<file path="src/rtl/dmairq_pkg.sv">
package dmairq_pkg;

  localparam int unsigned DW = 8;

  // Condition bit positions in status and enable registers
  localparam int unsigned POS_ILL_OP  = 0;
  localparam int unsigned POS_SCR_INT = 2;
  localparam int unsigned POS_STEP    = 3;
  localparam int unsigned POS_ABORT   = 4;
  localparam int unsigned POS_BUSERR  = 5;
  localparam int unsigned POS_PARERR  = 6;

  localparam logic [DW-1:0] SRC_MASK =
      (DW'(1) << POS_ILL_OP)  | (DW'(1) << POS_SCR_INT) |
      (DW'(1) << POS_STEP)    | (DW'(1) << POS_ABORT)   |
      (DW'(1) << POS_BUSERR)  | (DW'(1) << POS_PARERR);

  typedef logic [DW-1:0] dmairq_vec_t;

endpackage

</file>
<file path="src/rtl/dmairq_rst_sync.sv">
module dmairq_rst_sync #(
  parameter int unsigned STAGES = 2
) (
  input  logic clk,
  input  logic rst_n,
  output logic rst_sync_n
);

  localparam int unsigned N = (STAGES < 2) ? 2 : STAGES;

  logic [N-1:0] sr_q;
  logic [N-1:0] sr_d;

  always_comb begin
    sr_d = {sr_q[N-2:0], 1'b1};
  end

  always_ff @(posedge clk or negedge rst_n) begin
    if (!rst_n) begin
      sr_q <= '0;
    end else begin
      sr_q <= sr_d;
    end
  end

  assign rst_sync_n = sr_q[N-1];

endmodule

</file>
<file path="src/rtl/dmairq_mask_reg.sv">
module dmairq_mask_reg
  import dmairq_pkg::*;
#(
  parameter int unsigned W = DW
) (
  input  logic         clk,
  input  logic         rst_n,
  input  logic         wr_en,
  input  logic [W-1:0] wr_data,
  output logic [W-1:0] en_q
);

  localparam logic [W-1:0] VALID = W'(SRC_MASK);

  logic [W-1:0] en_d;
  logic         en_ld;

  always_comb begin
    en_ld = wr_en;
    en_d  = wr_data & VALID;
  end

  always_ff @(posedge clk or negedge rst_n) begin
    if (!rst_n) begin
      en_q <= '0;
    end else if (en_ld) begin
      en_q <= en_d;
    end
  end

endmodule

</file>
<file path="src/rtl/dmairq_status_reg.sv">
module dmairq_status_reg
  import dmairq_pkg::*;
#(
  parameter int unsigned W = DW
) (
  input  logic         clk,
  input  logic         rst_n,
  input  logic [W-1:0] evt,
  input  logic         rd_clr,
  output logic [W-1:0] st_q
);

  localparam logic [W-1:0] VALID = W'(SRC_MASK);

  logic [W-1:0] evt_ok;
  logic [W-1:0] st_d;
  logic         st_ld;

  // Read-clear applies first, new events are ORed in afterwards
  always_comb begin
    evt_ok = evt & VALID;
    st_ld  = rd_clr | (|evt_ok);
    st_d   = (rd_clr ? '0 : st_q) | evt_ok;
  end

  always_ff @(posedge clk or negedge rst_n) begin
    if (!rst_n) begin
      st_q <= '0;
    end else if (st_ld) begin
      st_q <= st_d;
    end
  end

endmodule

</file>
<file path="src/rtl/dmairq_irq_latch.sv">
module dmairq_irq_latch
  import dmairq_pkg::*;
#(
  parameter int unsigned W = DW
) (
  input  logic         clk,
  input  logic         rst_n,
  input  logic [W-1:0] st,
  input  logic [W-1:0] en,
  input  logic         rd_clr,
  output logic         irq_q
);

  logic hit;
  logic irq_d;

  always_comb begin
    hit   = |(st & en);
    irq_d = rd_clr ? 1'b0 : (irq_q | hit);
  end

  always_ff @(posedge clk or negedge rst_n) begin
    if (!rst_n) begin
      irq_q <= 1'b0;
    end else begin
      irq_q <= irq_d;
    end
  end

endmodule

</file>
<file path="src/rtl/dmairq_unit.sv">
module dmairq_unit
  import dmairq_pkg::*;
#(
  parameter int unsigned W           = DW,
  parameter int unsigned SYNC_STAGES = 2
) (
  input  logic         clk,
  input  logic         rst_n,
  input  logic [W-1:0] src_evt,
  input  logic         mask_we,
  input  logic [W-1:0] mask_wdata,
  output logic [W-1:0] mask_rdata,
  input  logic         stat_rd,
  output logic [W-1:0] stat_rdata,
  output logic         irq_n,
  output logic         dma_pend,
  output logic         halt_req
);

  logic         rst_core_n;
  logic [W-1:0] st_q;
  logic [W-1:0] en_q;
  logic         irq_q;
  logic         any_st;

  dmairq_rst_sync #(.STAGES(SYNC_STAGES)) u_rst (
    .clk        (clk),
    .rst_n      (rst_n),
    .rst_sync_n (rst_core_n)
  );

  dmairq_mask_reg #(.W(W)) u_mask (
    .clk     (clk),
    .rst_n   (rst_core_n),
    .wr_en   (mask_we),
    .wr_data (mask_wdata),
    .en_q    (en_q)
  );

  dmairq_status_reg #(.W(W)) u_stat (
    .clk    (clk),
    .rst_n  (rst_core_n),
    .evt    (src_evt),
    .rd_clr (stat_rd),
    .st_q   (st_q)
  );

  dmairq_irq_latch #(.W(W)) u_irq (
    .clk    (clk),
    .rst_n  (rst_core_n),
    .st     (st_q),
    .en     (en_q),
    .rd_clr (stat_rd),
    .irq_q  (irq_q)
  );

  always_comb begin
    any_st     = |st_q;
    mask_rdata = en_q;
    stat_rdata = st_q;
    irq_n      = ~irq_q;
    dma_pend   = any_st;
    halt_req   = any_st;
  end

endmodule

</file>
<file path="config.mk">
export PLATFORM = sky130hd
export DESIGN_NAME = dmairq_unit
export DESIGN_NICKNAME = d
export VERILOG_FILES = /design/src/rtl/dmairq_pkg.sv /design/src/rtl/dmairq_rst_sync.sv /design/src/rtl/dmairq_mask_reg.sv /design/src/rtl/dmairq_status_reg.sv /design/src/rtl/dmairq_irq_latch.sv /design/src/rtl/dmairq_unit.sv
export SDC_FILE = /design/constraint.sdc
export NUM_CORES = 1
export LEC_CHECK = 0
export BUFFER_PORTS_ARGS = -buffer_cell sky130_fd_sc_hd__buf_4
export CORE_MARGIN = 2
export CORE_UTILIZATION = 24
export CTS_CLUSTER_DIAMETER = 150
export CTS_CLUSTER_SIZE = 40
export DETAILED_ROUTE_END_ITERATION = 16
export REMOVE_ABC_BUFFERS = 1
export SLEW_MARGIN = 20
export SYNTH_ARGS = -nofsm -noshare
export SYNTH_HDL_FRONTEND = slang
export SYNTH_SLANG_ARGS = --single-unit
</file>
<file path="constraint.sdc">
create_clock -name clk -period 1.09 [get_ports clk]
set_input_delay 0.327 -clock clk [delete_from_list [all_inputs] [get_ports clk]]
set_output_delay 0.327 -clock clk [all_outputs]
set_load 0.05 [all_outputs]
</file>
==> results.cfg, run 1 <==
[worst_setup_path]
worstSetupPathType = reg2out
arrival_ps = 1210
critPathLaunchType = flip-flop
r2r_setup_slack_ps = -60
worstPathRequired_ps = 760
cp_max_fo = 2
worst_setup_path_end_kind = output pin

[global_routing]
overflow = 0
grt_pass1_wl_um = 2440
antenna_found_initial = 0
grt_pass1_vias = 565
grt_usage_pct = 12.0
grt_start_max_net_pins = 14

[finish]
multi_input_area_um2 = 180
utilization_pct = 45.6
final_area_mm2 = 0.00110
diodes = 0
area_growth_syn_to_layout_pct = 84.8
final_cell_mix = 25 x buf_4, 15 x buf_6, 15 x dfrtp_1, 7 x buf_8
layout_commonest_cell = buf_4
num-nets-final = 114
nFillCells = 236
seq_area_um2 = 375
drive_gt1_share_pct = 62.4

[route]
avgViaCountPerCell = 4.12
num_vias = 507
route.detailed.drc = 0
ant_nets = 0
avgRoutedWirePerCell_um = 11.4
drt-initial-drc-count = 4
dr.pass1.iters = 4
wl_um = 1400

[cts]
path_clk_slew_ps = 90
cts_made_buffers = 3
cts_tree = built
htreeDepth = 1
clock_tree.buffer_depth = 2
cts_root_buf = clkbuf_4
clk_latency_ps = 270
cts_num_sinks = 15

[placed_design]
gp_congestion = 0.677
port_buffers = 30
placed_area_um2 = 865
hpwlAfterDp_um = 1040

[run_status]
violations = negative setup slack
status = complete, but fails checks

[synthesis]
ys_ff_latch = 15
ys_seq_area_share_pct = 63.2
syn-cell-area_um2 = 594
synth.avg_cell_area_um2 = 13.5
yosysWarningCount = 0
synthCells = 44
yosysUniqueCellTypes = 14

[power]
max-vdd-ir-drop_uv = 729
p_per_area_mw_per_mm2 = 1310
seqPwrFrac_pct = 44.4
p_comb_share_pct = 34.3
p_sw_share_pct = 32.2
p_int_w = 0.000977
leakagePower_nw = 0.544
p_clk_share_pct = 21.2
switchingPower_w = 0.000464

[sta]
hold_viol = 0
rsz0062_at_grt = yes
fin_crit_sh_pct = 141
period_needed_ps = 1540
fin_worst_skew_ps = 5.64
clock.fmax_mhz = 650
worst_pin_slew_ps = 544
finalMaxSlewViolations = 0
setup_violations = 16
max-slew-margin-rel_pct = 63.7
fin_ws_ps = -448

[floorplan]
rows = 18
die_x_um = 53.8
die-area_mm2 = 0.00289
core_mm2 = 0.00241
start_util_pct = 24.7
ios = 39
die_h_um = 53.8

[job]
max-cap-violations = 0

[hold_path]
hold_path.class = in2reg
[worst max-delay path: stages (launching register included)]
cell     delay (ps)
dfrtp_1         390
nor4_2          260
nand2_1         120
buf_6           170
[layout make-up]
type | instances | area share [%]
tap | 30 | 3.42
multi-input combinational | 24 | 16.4
timing repair buffer | 48 | 42.9
sequential | 15 | 34.2
clock buffer | 4 | 2.39
inverter | 2 | 0.683
[kinds of logic (layout without fill, tap and decap cells)]
| family | after synthesis | after routing | share of synthesized area [%] |
|---|---|---|---|
| other cells | 2 | 5 | 1.26 |
| mux | 6 | 6 | 11.4 |
| flops | 15 | 15 | 63.2 |
| simple gates | 3 | 3 | 2.32 |
| buf+inv | 8 | 54 | 9.47 |
| compound gates | 10 | 10 | 12.4 |
[what timing repair did]
action / CTS / global route
endpoints found under the setup margin: 15 / 16
pin swaps: 2 / 3
setup buffers: 11 / 3
resized for setup: 28 / 5
endpoints found under the hold margin: 2 / 0
hold buffers: 1 / 0
[per-stage QoR]
step / std cells / hold slack [ps] / total power, W / TNS, ps / setup WS [ps]
2_1_floorplan: 41 / 31.4 / 0.000872 / -1490 / -705
3_3_place_gp: 107 / 111 / 0.00103 / -368 / -184
3_5_place_dp: 107 / 115 / 0.00103 / -387 / -194
4_1_cts: 122 / 187 / 0.00145 / -2900 / -481
5_1_grt: 123 / 179 / 0.00153 / -3470 / -533
6_report: 123 / 195 / 0.00144 / -2640 / -448
[per-layer routing]
layer	part of all wire, %	global-route usage (%)	vias up
li1	-	-	242
met1	39	13.8	245
met2	54	21.3	18
met3	6.9	2.50	2
met4	0.29	5.13	0
met5	0	0	-
[flip-flops by register name, summed over array words and instances (netlist names)]
name	count
u_irq.irq_q	1
u_rst.sr_q	2
u_stat.st_q	6
u_mask.en_q	6
[synth_stat cells]
cell	count	area [um2]
mux2_2	6	67.6
a21o_1	6	45.0
a222oi_1	1	10.0
a31oi_1	1	6.26
conb_1	2	7.51
nor4_1	1	6.26
nand2_1	1	3.75
dfrtp_1	15	375
a21oi_1	1	5.00
nor2_1	1	3.75
a22oi_1	1	7.51
inv_1	2	7.51
buf_4	5	37.5
buf_6	1	11.3
[power groups by stage]
| stage | Sequential (W) | Combinational [W] | Clock [W] |
|---|---|---|---|
| floorplan | 0.000781 | 0.0000907 | 0 |
| global placement | 0.000650 | 0.000376 | 0 |
| detailed placement | 0.000651 | 0.000378 | 0 |
| CTS | 0.000641 | 0.000489 | 0.000318 |
| global route | 0.000648 | 0.000525 | 0.000354 |
| finish | 0.000640 | 0.000494 | 0.000306 |
[final timing paths]
path / startpoint / to / cells past startpoint
min in group asynchronous: u_rst.sr_q[1] / u_mask.en_q[4] / 0
max in group asynchronous: u_rst.sr_q[1] / u_stat.st_q[2] / 0
worst min register to register: u_rst.sr_q[1] / u_mask.en_q[4] / 0
worst max-delay path: u_stat.st_q[5] / halt_req / 3
worst min-delay path: stat_rd / u_irq.irq_q / 2
worst max register to register: u_stat.st_q[2] / u_irq.irq_q / 4
(Power assumes the default switching activity.)
==> run 2, diff against run 1 <==
Settings changed: GPL_ROUTABILITY_DRIVEN set to 0, PLACE_DENSITY set to 0.49.
==> results.cfg, run 2 (synthesis gave the netlist of run 1 again) <==
[route]
avgRoutedWirePerCell_um = 11.0
route.detailed.drc = 0
avgViaCountPerCell = 4.01
ant_nets = 0
dr.pass1.iters = 4
num_vias = 481
drt-initial-drc-count = 3
wl_um = 1320

[power]
p_clk_share_pct = 21.5
p_int_w = 0.000962
leakagePower_nw = 0.523
switchingPower_w = 0.000457
p_sw_share_pct = 32.2
seqPwrFrac_pct = 45.0
max-vdd-ir-drop_uv = 754
p_per_area_mw_per_mm2 = 1340
p_comb_share_pct = 33.4

[cts]
htreeDepth = 1
path_clk_slew_ps = 90
cts_root_buf = clkbuf_4
cts_tree = built
clock_tree.buffer_depth = 2
cts_num_sinks = 15
clk_latency_ps = 270
cts_made_buffers = 3

[worst_setup_path]
critPathLaunchType = flip-flop
r2r_setup_slack_ps = -60
worstSetupPathType = reg2out
arrival_ps = 1210
worst_setup_path_end_kind = output pin
worstPathRequired_ps = 760
cp_max_fo = 2

[finish]
num-nets-final = 111
area_growth_syn_to_layout_pct = 77.9
final_cell_mix = 25 x buf_4, 15 x dfrtp_1, 14 x buf_6, 6 x a21o_1, 6 x mux2_2
top_regs = u_mask.en_q x6, u_stat.st_q x6, u_rst.sr_q x2
diodes = 0
utilization_pct = 43.9
drive_gt1_share_pct = 60.0
final_area_mm2 = 0.00106
nFillCells = 222
layout_commonest_cell = buf_4

[floorplan]
die-area_mm2 = 0.00289
start_util_pct = 24.7
ios = 39
die_x_um = 53.8
core_mm2 = 0.00241
rows = 18
die_h_um = 53.8

[sta]
worst_pin_slew_ps = 517
period_needed_ps = 1540
fin_crit_sh_pct = 141
rsz0062_at_grt = yes
finalMaxSlewViolations = 0
max-slew-margin-rel_pct = 65.5
hold_viol = 0
clock.fmax_mhz = 649
fin_worst_skew_ps = 3.75
setup_violations = 16
fin_ws_ps = -451

[job]
max-cap-violations = 0

[global_routing]
antenna_found_initial = 0
grt_usage_pct = 11.4
grt_pass1_vias = 535
grt_start_max_net_pins = 14
grt_pass1_wl_um = 2300
overflow = 0

[placed_design]
placed_area_um2 = 865
dp_slack_ps = -181
port_buffers = 30
hpwlAfterDp_um = 1000

[run_status]
violations = negative setup slack
status = complete, but fails checks

[hold_path]
hold_path.class = in2reg
[run 2: per-stage QoR]
stage	hold slack, ps	total power [W]	cells	TNS (ps)
after global routing	182	0.00151	120	-3520
final	201	0.00142	120	-2570
after global placement	110	0.00103	107	-353
after detailed placement	110	0.00103	107	-362
after floorplan	31.4	0.000872	41	-1490
after CTS	191	0.00143	119	-2760
[run 2: metal layers]
layer	share of wire (%)	vias to the layer above	GRT usage (%)	routed length, um
met5	0	-	0	0
met4	0	0	5.13	0
met3	8.9	0	3.61	117
met2	50	22	18.5	656
met1	41	227	13.6	544
li1	-	232	-	-
[run 2: critical path: stages (launching register included)]
cell and delay, ps:
dfrtp_1 390, nor4_2 250, nand2_1 100, buf_4 200
[run 2: final cells by class]
type,count,area [um2],area share [%]
Sequential cell,15,375,35.5
Timing Repair Buffer,45,430,40.7
Tap cell,30,37.5,3.55
Clock buffer,4,26.3,2.49
Inverter,2,7.51,0.710
Multi-Input combinational cell,24,180,17.0
[run 2: final timing paths]
path / startpoint / to / cells past startpoint
min in group asynchronous: u_rst.sr_q[1] / u_stat.st_q[3] / 0
hold / removal: stat_rd / u_irq.irq_q / 2
max in group asynchronous: u_rst.sr_q[1] / u_mask.en_q[6] / 0
hold reg to reg: u_rst.sr_q[1] / u_stat.st_q[3] / 0
setup reg to reg: u_stat.st_q[2] / u_irq.irq_q / 4
setup / recovery: u_stat.st_q[5] / halt_req / 3
[run 2: power groups by stage]
| stage | Clock, W | Sequential, W | Combinational [W] |
|---|---|---|---|
| 2_1_floorplan | 0 | 0.000781 | 0.0000907 |
| 3_3_place_gp | 0 | 0.000650 | 0.000377 |
| 3_5_place_dp | 0 | 0.000651 | 0.000378 |
| 4_1_cts | 0.000319 | 0.000639 | 0.000470 |
| 5_1_grt | 0.000352 | 0.000649 | 0.000504 |
| 6_report | 0.000305 | 0.000639 | 0.000474 |
[run 2: repair_timing]
item	4_1_cts	5_1_grt
hold buffers	1	0
resized for setup	21	6
endpoints found under the hold margin	2	0
endpoints found under the setup margin	15	16
pin swaps	1	0
setup buffers	7	3
==> run 3, diff against run 2 <==
Settings changed: CORE_MARGIN 2 to 8, CORE_UTILIZATION 24 to 35, PLACE_DENSITY 0.49 to 0.68.
==> results.cfg, run 3 (synthesis gave the netlist of run 1 again) <==
[finish]
drive_gt1_share_pct = 63.5
nFillCells = 142
fin_cells = 113
top_regs = u_mask.en_q x6, u_stat.st_q x6, u_rst.sr_q x2
layout_commonest_cell = buf_4
seq_area_um2 = 375
final_cell_mix = 32 x buf_4, 15 x dfrtp_1, 11 x buf_6, 7 x buf_8
num-nets-final = 117
diodes = 0
area_growth_syn_to_layout_pct = 83.4
multi_input_area_um2 = 180

[route]
drt-initial-drc-count = 4
avgViaCountPerCell = 4.62
wl_um = 1660
dr.pass1.iters = 4
route.detailed.drc = 0
num_vias = 522
avgRoutedWirePerCell_um = 14.7
ant_nets = 0

[sta]
worst_pin_slew_ps = 507
max-slew-margin-rel_pct = 66.2
finalMaxSlewViolations = 0
setup_violations = 16
clock.fmax_mhz = 607
whs_ps = 182
fin_worst_skew_ps = 0.719
fin_ws_ps = -558
hold_viol = 0
rsz0062_at_grt = yes
period_needed_ps = 1650
fin_crit_sh_pct = 151

[global_routing]
grt_pass1_wl_um = 2760
overflow = 0
grt_start_max_net_pins = 14
antenna_found_initial = 0
grt_usage_pct = 10.5
grt_pass1_vias = 591

[floorplan]
ios = 39
core_mm2 = 0.00165
rows = 15
start_util_pct = 36.0
die-area_mm2 = 0.00327
die_x_um = 57.2
die_h_um = 57.2

[placed_design]
port_buffers = 30
dp_slack_ps = -246
dpl.cell_count = 94
hpwlAfterDp_um = 1140

[worst_setup_path]
crit_buf_inv = 1
crit_path_cell_trace = nor4_2 > nand2_1 > buf_4
cpPeakStageDelay_ps = 400
arrival_ps = 1320
worst_setup_path_end_kind = output pin
path_delay_family = simple AND/OR/NAND/NOR gates
critPathLaunchType = flip-flop
cp_max_fo = 2
cp_slowest_cell = dfrtp_1
crit_cells = 3
worstSetupPathType = reg2out
rr_worst_depth = 4
worstPathRequired_ps = 760

[power]
p_per_area_mw_per_mm2 = 1350
max-vdd-ir-drop_uv = 709
leakagePower_nw = 0.551

[cts]
cts_num_sinks = 15
cts_root_buf = clkbuf_4
htreeDepth = 1
cts_made_buffers = 3
cts_tree = built
path_clk_slew_ps = 90
clock_tree.buffer_depth = 2
clk_latency_ps = 290

[hold_path]
hold_path.class = in2reg
whs_path_depth = 2

[run_status]
violations = negative setup slack
status = complete, but fails checks

[job]
max-cap-violations = 0
[run 3: cell types whose count changed in the layout (fill, tap and decap cells not counted)]
| cell | previous run | this run |
|---|---|---|
| inv_1 | 2 | 1 |
| buf_8 | 5 | 7 |
| buf_6 | 14 | 11 |
| inv_2 | 0 | 1 |
| buf_4 | 25 | 32 |
[run 3: through the flow]
step                area, um2  utilization (%)  setup TNS [ps]  power, W
floorplan                 557                -           -1490  0.000872
global placement          848             51.4            -447   0.00102
detailed placement        848             51.4            -491   0.00103
CTS                      1060             64.2           -3160   0.00146
global route             1090             66.0           -3760   0.00153
finish                   1090             66.0           -3210   0.00147
[run 3: what timing repair did]
| action | 4_1_cts | 5_1_grt |
|---|---|---|
| hold buffers | 1 | 0 |
| endpoints found under the hold margin | 2 | 0 |
| setup buffers | 10 | 7 |
| resized for setup | 26 | 3 |
| endpoints found under the setup margin | 15 | 16 |
[run 3: report_power, final]
group | internal (W) | total (W) | switching, W
clock | 0.000143 | 0.000324 | 0.000182
combinational | 0.000242 | 0.000507 | 0.000265
sequential | 0.000600 | 0.000641 | 0.0000409
[run 3: worst reg2reg max path: stages (launching register included)]
cell and delay, ps:
dfrtp_1 400, buf_6 130, buf_4 120, a222oi_1 290, a31oi_1 120
[run 3: final timing paths]
kind | start | end | slack (ps)
worst max-delay path | u_stat.st_q[3] | dma_pend | -560
worst min-delay path | stat_rd | u_irq.irq_q | 180
worst max register to register | u_stat.st_q[5] | u_irq.irq_q | -90
worst min register to register | u_rst.sr_q[1] | u_stat.st_q[5] | 210
max in group asynchronous | u_rst.sr_q[1] | u_mask.en_q[2] | 540
min in group asynchronous | u_rst.sr_q[1] | u_stat.st_q[5] | 210
[run 3: layout make-up]
type	instances	share of cell area, %
tap	17	1.95
timing repair buffer	51	44.0
sequential	15	34.4
clock buffer	4	2.41
multi-input combinational	24	16.5
inverter	2	0.689
[run 3: per-layer routing]
layer	track usage (%)	wire length (um)	vias up	share of wire, %
li1	-	-	245	-
met1	12.0	630	251	38
met2	15.7	828	23	50
met3	5.10	162	3	9.8
met4	6.04	36	0	2.2
met5	0	0	-	0
